==> src/rtl/ctl_pkg.sv <==
package ctl_pkg;
  typedef enum logic {PH_ADDR, PH_DATA} phase_t;

  // Bit positions inside the test register; the outputs decode these.
  localparam int FILT_BIT = 6;
  localparam int PF_BIT   = 7;
  localparam int EN_BIT   = 8;
endpackage

==> src/rtl/acc_edge.sv <==
module acc_edge #(
  parameter int SYNC_STAGES = 2
) (
  input  logic clk,
  input  logic rst,
  input  logic acc_clk,
  output logic tog
);
  localparam int SH_W = SYNC_STAGES + 1;

  logic [SH_W-1:0] sh;

  always_ff @(posedge clk) begin
    if (rst) begin
      sh  <= '0;
      tog <= 1'b0;
    end else begin
      sh  <= {sh[SH_W-2:0], acc_clk};
      tog <= sh[SH_W-2] & ~sh[SH_W-1];
    end
  end
endmodule

==> src/rtl/acc_seq.sv <==
module acc_seq
  import ctl_pkg::*;
#(
  parameter int BUS_W = 10
) (
  input  logic             clk,
  input  logic             rst,
  input  logic             tog,
  input  logic             sel_anc,
  input  logic             rd_wr,
  input  logic [BUS_W-1:0] bus_in,
  output logic [BUS_W-1:0] addr_q,
  output logic             wr_en,
  output logic             rd_en
);
  phase_t ph;
  logic   step;

  assign step  = tog & ~sel_anc;
  assign wr_en = step & (ph == PH_DATA) & ~rd_wr;
  assign rd_en = step & (ph == PH_DATA) & rd_wr;

  always_ff @(posedge clk) begin
    if (rst) begin
      ph     <= PH_ADDR;
      addr_q <= '0;
    end else if (step) begin
      if (ph == PH_ADDR) begin
        addr_q <= bus_in;
        ph     <= PH_DATA;
      end else begin
        ph     <= PH_ADDR;
      end
    end
  end
endmodule

==> src/rtl/reg_bank.sv <==
module reg_bank
  import ctl_pkg::*;
#(
  parameter int BUS_W     = 10,
  parameter int NUM_REGS  = 16,
  parameter int TEST_ADDR = 13,
  parameter int PAT_W     = 6,
  parameter int PAT_DEF   = 1
) (
  input  logic             clk,
  input  logic             rst,
  input  logic             wr_en,
  input  logic [BUS_W-1:0] addr,
  input  logic [BUS_W-1:0] wr_data,
  input  logic             pass_in,
  output logic [BUS_W-1:0] rd_word,
  output logic [BUS_W-1:0] test_word
);
  localparam int IDX_W = (NUM_REGS > 1) ? $clog2(NUM_REGS) : 1;
  localparam logic [BUS_W-1:0] TEST_RST = BUS_W'(PAT_DEF);
  localparam logic [BUS_W-1:0] PF_MASK  = ~(BUS_W'(1) << PF_BIT);

  logic [BUS_W-1:0] regs [NUM_REGS];
  logic             hit;
  logic             is_test;
  logic [IDX_W-1:0] idx;

  assign hit     = (addr < BUS_W'(NUM_REGS));
  assign is_test = (addr == BUS_W'(TEST_ADDR));
  assign idx     = addr[IDX_W-1:0];

  for (genvar g = 0; g < NUM_REGS; g++) begin : g_reg
    localparam logic [BUS_W-1:0] RVAL = (g == TEST_ADDR) ? TEST_RST : '0;
    localparam logic [BUS_W-1:0] WMSK = (g == TEST_ADDR) ? PF_MASK : '1;
    always_ff @(posedge clk) begin
      if (rst)
        regs[g] <= RVAL;
      else if (wr_en && hit && idx == IDX_W'(g))
        regs[g] <= wr_data & WMSK;
    end
  end

  always_comb begin
    rd_word = '0;
    if (hit) rd_word = regs[idx];
    if (is_test) rd_word[PF_BIT] = pass_in;
  end

  assign test_word = regs[TEST_ADDR];
endmodule

==> src/rtl/ctl_reg_port.sv <==
module ctl_reg_port
  import ctl_pkg::*;
#(
  parameter int BUS_W       = 10,
  parameter int NUM_REGS    = 16,
  parameter int TEST_ADDR   = 13,
  parameter int PAT_W       = 6,
  parameter int PAT_DEF     = 1,
  parameter int SYNC_STAGES = 2
) (
  input  logic             clk,
  input  logic             rst,
  input  logic             acc_clk,
  input  logic             sel_anc,
  input  logic             rd_wr,
  input  logic [BUS_W-1:0] bus_in,
  output logic [BUS_W-1:0] bus_out,
  output logic             bus_oe,
  input  logic             pass_in,
  output logic             test_en,
  output logic             filt_en,
  output logic [PAT_W-1:0] pat_sel
);
  logic             tog;
  logic             wr_en;
  logic             rd_en;
  logic [BUS_W-1:0] addr_q;
  logic [BUS_W-1:0] rd_word;
  logic [BUS_W-1:0] test_word;

  acc_edge #(.SYNC_STAGES(SYNC_STAGES)) u_edge (
    .clk(clk), .rst(rst), .acc_clk(acc_clk), .tog(tog)
  );

  acc_seq #(.BUS_W(BUS_W)) u_seq (
    .clk(clk), .rst(rst), .tog(tog), .sel_anc(sel_anc), .rd_wr(rd_wr),
    .bus_in(bus_in), .addr_q(addr_q), .wr_en(wr_en), .rd_en(rd_en)
  );

  reg_bank #(
    .BUS_W(BUS_W), .NUM_REGS(NUM_REGS), .TEST_ADDR(TEST_ADDR),
    .PAT_W(PAT_W), .PAT_DEF(PAT_DEF)
  ) u_bank (
    .clk(clk), .rst(rst), .wr_en(wr_en), .addr(addr_q), .wr_data(bus_in),
    .pass_in(pass_in), .rd_word(rd_word), .test_word(test_word)
  );

  always_ff @(posedge clk) begin
    if (rst) begin
      bus_out <= '0;
      bus_oe  <= 1'b0;
    end else if (rd_en) begin
      bus_out <= rd_word;
      bus_oe  <= 1'b1;
    end else if (!rd_wr) begin
      bus_oe  <= 1'b0;
    end
  end

  assign test_en = test_word[EN_BIT];
  assign filt_en = test_word[FILT_BIT];
  assign pat_sel = test_word[PAT_W-1:0];
endmodule

==> config.mk <==
export PLATFORM = sky130hd
export DESIGN_NAME = ctl_reg_port
export DESIGN_NICKNAME = d
export VERILOG_FILES = /design/src/rtl/ctl_pkg.sv /design/src/rtl/acc_edge.sv /design/src/rtl/acc_seq.sv /design/src/rtl/reg_bank.sv /design/src/rtl/ctl_reg_port.sv
export SDC_FILE = /design/constraint.sdc
export NUM_CORES = 1
export LEC_CHECK = 0
export CORE_ASPECT_RATIO = 0.7
export CORE_MARGIN = 2
export CORE_UTILIZATION = 55
export CTS_BUF_LIST = sky130_fd_sc_hd__clkbuf_4 sky130_fd_sc_hd__clkbuf_8
export CTS_CLUSTER_SIZE = 10
export DETAILED_ROUTE_END_ITERATION = 16
export DONT_BUFFER_PORTS = 1
export GPL_ROUTABILITY_DRIVEN = 0
export PLACE_DENSITY = 0.77
export RECOVER_POWER = 100
export SYNTH_ARGS = -nofsm -noshare
export SYNTH_HDL_FRONTEND = slang
export SYNTH_SLANG_ARGS = --single-unit
==> constraint.sdc <==
create_clock -name clk -period 5 [get_ports clk]
set_input_delay 0.5 -clock clk [delete_from_list [all_inputs] [get_ports clk]]
set_output_delay 0.5 -clock clk [all_outputs]
set_load 0.05 [all_outputs]
Word level (Yosys, flattened, before mapping)
Memories as Yosys holds them, arrays and structs flattened. A register that Yosys moved wholly into a read port is not among the register bits.
Cells that the tools add are included.
{"block": "word_totals", "out_inout_bits": 19, "mem_bits_rw": 160, "memories": 1, "ff_bits": 26}
{"block": "classes", "n_mux": 73, "n_reduce_logical": 19, "n_eq_ne": 17, "order_cmp": 1, "n_bitwise": 25}
{"name": "u_bank.regs", "depth": 16, "width": 10, "read_ports": 2, "rd_ports_with_merged_regs": 1, "write_ports": 16, "line_no": "reg_bank.sv:23", "rtl": "logic [BUS_W-1:0] regs [NUM_REGS];"}
{"cell": "two-way mux 10 bit", "count": 17}
{"cell": "two-way mux 1 bit", "count": 54}
{"cell": "== test 4 bit (second input constant)", "count": 8}
{"cell": "logical AND 1 bit", "count": 17}
{"cell": "== test 4 x 3 -> 1 bit (second input constant)", "count": 4}
{"cell": "OR 1 bit", "count": 16}
{"cell": "== test 10 x 4 -> 1 bit (second input constant)", "count": 1}
{"cell": "less-than comparator 10 x 5 -> 1 bit (second input constant)", "count": 1}
{"cell": "== test 4 x 2 -> 1 bit (second input constant)", "count": 2}
{"cell": "two-way mux 4 bit", "count": 2}
{"cell": "AND 1 bit", "count": 5}
{"cell": "== test 4 x 1 -> 1 bit (second input constant)", "count": 1}
{"cell": "logical NOT 4 bit", "count": 1}
{"cell": "NOT 1 bit", "count": 4}
{"cell": "inequality test 2 x 1 -> 1 bit (second input constant)", "count": 1}
{"cell": "AND reduction 2 bit", "count": 1}

Longest topological paths before layout
{"block": "logic_depth", "word_depth": 10, "ltp_mapped": 6}

By module
From an unflattened synthesis, not the netlist that was laid out.
{"block": "unflattened", "cells_unflattened": 580, "area_unflattened_um2": 8371.8}
{"module": "reg_bank", "cells_each": 486, "seq_area_each_um2": 4774.6, "area_each_um2": 7457.2, "n_inst": 1}
{"module": "acc_seq", "cells_each": 51, "seq_area_each_um2": 220.2, "area_each_um2": 421.7, "n_inst": 1}
{"module": "ctl_reg_port", "cells_each": 35, "seq_area_each_um2": 220.2, "area_each_um2": 381.6, "n_inst": 1}
{"module": "acc_edge", "cells_each": 8, "seq_area_each_um2": 80.1, "area_each_um2": 111.4, "n_inst": 1}

Worst setup path before layout
No wires, ideal clock.
{"block": "synth_timing", "kind": "in2reg", "start": "in rd_wr", "end": "mem u_bank.regs[0][0], enable pin", "arrival_ns": 2.230, "required_time_ns": 4.609, "stages": 5, "n_path_buf": 1, "setup_slack_ns": 2.379, "cell_sequence": "and4bb_2 -> nand2b_1 -> buf_1 -> or2_1 -> o21ai_0"}
{"element": "start: declaration", "line_no": "ctl_reg_port.sv:15", "rtl": "input logic rd_wr,"}
{"element": "end: declaration", "line_no": "reg_bank.sv:23"}

==> impl_metrics.toml <==
[global_route]
globalRouteOverflowTotal = 0
first_global_vias = 4756
grt_first_pass_wirelength_um = 28600
grt_util_all_layers_pct = 24.8
antenna_found_initial = 0
maximum_number_of_pins_on_one_net_before_global_route_repair = 30

[job]
max_cap_viol_count = 3

[power]
p_leak_nw = 2.91
p_int_w = 0.00220
power.density_cell_area_nw_per_um2 = 322
total_switching_power_w = 0.000661
seq_power_share_pct = 61.9
p_sw_share_pct = 23.1
vdd.ir_drop.worst_mv = 0.175
clockPowerShare_pct = 34.9
comb_power_share_pct = 3.2

[clocking]
ctsLongestPathBuffers = 2
inserted_clock_buffers = 17
cts_repair_resize_count = 0
ctsHtreeMaxLevel = 4
clockRootBuffer = "clkbuf_8"
clock_sinks = 189
worst_setup_hold_path_clk_slew_ns = 0.10
ctsHoldBuffers = 0
tritoncts = "done"
clock_latency_ns = 0.47
number_of_setup_buffers_added_after_cts = 0

[final_layout]
sequential_cell_area_um2 = 5380
fin_nets = 580
multiInputGateArea_um2 = 2790
filler_cell_count_in_the_final_layout = 1138
area_growth_syn_to_layout_pct = 5.70
post_route_cells_drive_above_1_share_pct = 14.7
n_diodes = 0

[outcome]
violations_in_the_final_reports = "capacitance limit, slew limit"
status = "finished, violations left"

[timing]
share_of_the_clock_period_used_by_the_worst_path_pct = 70.3
timing.final.max_slew_violations = 51
timing.setup.tns_ns = 0
rsz0062_at_grt = "false"
finalClockSkew_ns = 0.0189
worst_slew_margin_rel_pct = -20.6
crit_path_setup_slack_layout_ns = 1.48
timing_worst_slew_pin_value_ns = 1.79
setup_violations = 0
finalHoldViolations = 0
post_route_minimum_period_ns = 3.52
fmax_mhz = 284

[yosys]
netlist_top_cells_count = "and2_1, edfxtp_1, mux4_2, dfxtp_1, nor2_1"
syn_nets = 576
synth_flop_cell = "edfxtp_1"
seq_area_frac_synth_pct = 63.9
biggest_area_consumer_among_synthesized_cells = "edfxtp_1"
netlist-cell-type-count = 41
synth-warning-count = 0
synth-edff-count = 159
post-synth-top-area-fraction_pct = 56.8
async_reset_ff_share_pct = 0
post_synth_main_area_contributors = "edfxtp_1, and2_1, mux4_2"
syn-cell-area_um2 = 8410
yosys_register_bits = 189
post_synth_inst_count = 560
synthesis.area_per_instance_um2 = 15.0

[drt]
average_wire_per_standard_cell_um = 24.6
drt_iter0_drc = 574
routed_via_density = 6.20
final_antenna_net_count = 0
wl_um = 19000
drt_pass1_iterations = 5
met2RoutedLength_um = 8860
highest_layer = "met4"
wl_met3_um = 2180
routed-via-count = 4785
detail_route.wirelength.met1_um = 7770
remaining_drc_errors = 0

[placement]
dp_hpwl_um = 12500
placement.io_buffers = 0
place_ws_ns = 2.25

[worst_setup_path]
path_common_cell = "nor4_1"
cp_cell_sequence = "nor4_1, nand3_1, nor4_1, and2_0"
reg2reg_to = "u_bank.regs[6][0]"
worstPathBufferInverterCount = 0
critical_path_required_ns = 5.32
crit_path_top_delay_cell = "nor4_1"
rr_worst_depth = 4
critical_path_end_type = "flop"
timing.critical_path.depth = 4
crit_path_start_kind = "flop"
crit_family = "simple AND/OR/NAND/NOR gates"
critPathKind = "reg2reg"
critPathMaxStageDelay_ns = 1.49
path_max_fanout = 10
rrSetupSlack_ns = 1.48
critical_path.reg2reg.startpoint = "u_seq.addr_q[5]"
crit_arrival_ns = 3.83

[floorplan]
core_um2 = 14800
placement_rows = 37
fp.dieH_um = 107
initial_utilization_pct = 56.8
design.die.area_um2 = 16300
dieWidth_um = 152
io_pins = 35

[worst_hold_path]
min_path_cells = 1
timing.hold.worst_endpoint = "u_seq.addr_q[5]"
hold_path_class = "in2reg"
holdCritStartpoint = "rst"
==> cells in the final DEF, fill, tap and decap left out, types with 2 or more instances in the layout <==
master and instances:
a221o_1 9, and2_0 129, and2_1 30, buf_4 3, clkbuf_1 16, clkbuf_8 17, clkinv_4 2, dfxtp_1 30
edfxtp_1 159, inv_1 3, inv_6 7, inv_8 2, mux2_2 9, mux2i_1 20, mux4_2 39, nand2_1 3
nand2b_1 5, nand3_1 4, nand4_1 2, nor2_1 31, nor2b_1 6, nor3_1 9, nor4_1 3, o21ai_0 14
o31ai_1 4, or3_1 2
==> final cells by class <==
cell class	count	share of cell area, %
flip-flops and latches	189	60.5
inverters	4	0.169
repair buffers	19	0.929
clock buffers	18	2.72
well taps	195	2.75
multi-input cells	333	31.3
clock inverters	14	1.62
==> state kept, by name (all words and copies together), names as in the netlist, named ones only <==
register      flops
u_bank.regs     159
bus_out          10
u_seq.addr_q     10
u_edge.sh         3
bus_oe            1
u_edge.tog        1
u_seq.ph          1
==> metal layers <==
metal,track usage (%),vias up
met5,0,-
met4,5.56,0
met3,6.69,19
met2,37.5,262
met1,36.5,2436
li1,-,2068
==> through the flow <==
step | utilization [%] | hold WS [ns] | total power, W | std cells | area, µm²
floorplan | - | 0.367 | 0.00187 | 560 | 8410
global placement | 58.3 | 0.376 | 0.00190 | 740 | 8640
detailed placement | 58.3 | 0.397 | 0.00190 | 740 | 8640
CTS | 60.9 | 0.0836 | 0.00287 | 772 | 9020
global route | 60.0 | 0.0763 | 0.00294 | 772 | 8890
finish | 60.0 | 0.112 | 0.00286 | 772 | 8890
==> how the worst max path moves through the flow <==
| stage | from | to | slack, ns |
|---|---|---|---|
| after global routing | u_seq.addr_q[5] | u_bank.regs[6][0] | 1.19 |
| after CTS | flop | bus_out[2] | 2.22 |
| after detailed placement | flop | bus_out[2] | 2.25 |
| after floorplan | rd_wr | u_bank.regs[0][0] | 2.38 |
| after global placement | flop | bus_out[2] | 2.30 |
| final | u_seq.addr_q[5] | u_bank.regs[6][0] | 1.48 |
==> power by group through the flow <==
stage / logic [W] / registers, W / clock network (W)
final: 0.0000907 / 0.00177 / 0.000998
after CTS: 0.0000973 / 0.00177 / 0.00100
after global routing: 0.0000963 / 0.00177 / 0.00107
after floorplan: 0.0000798 / 0.00179 / 0
after global placement: 0.0000957 / 0.00180 / 0
after detailed placement: 0.0000970 / 0.00181 / 0
==> worst reg2reg max path, delay by kind of cell, from the launching register on <==
| kind | cells | cell delay (ns) |
|---|---|---|
| simple gates | 4 | 3.04 |
| flops | 1 | 0.32 |
==> cell families after synthesis <==
group,count (synthesis),share of synthesized area (%)
xor gates and xnor gates,1,0.104
DFF,189,63.9
muxes,68,14.0
buffers and inverters,38,2.05
AOI/OAI and AO/OA,32,2.71
and+or+nand+nor,232,17.2
No activity file was read; power rests on OpenSTA's default activity.
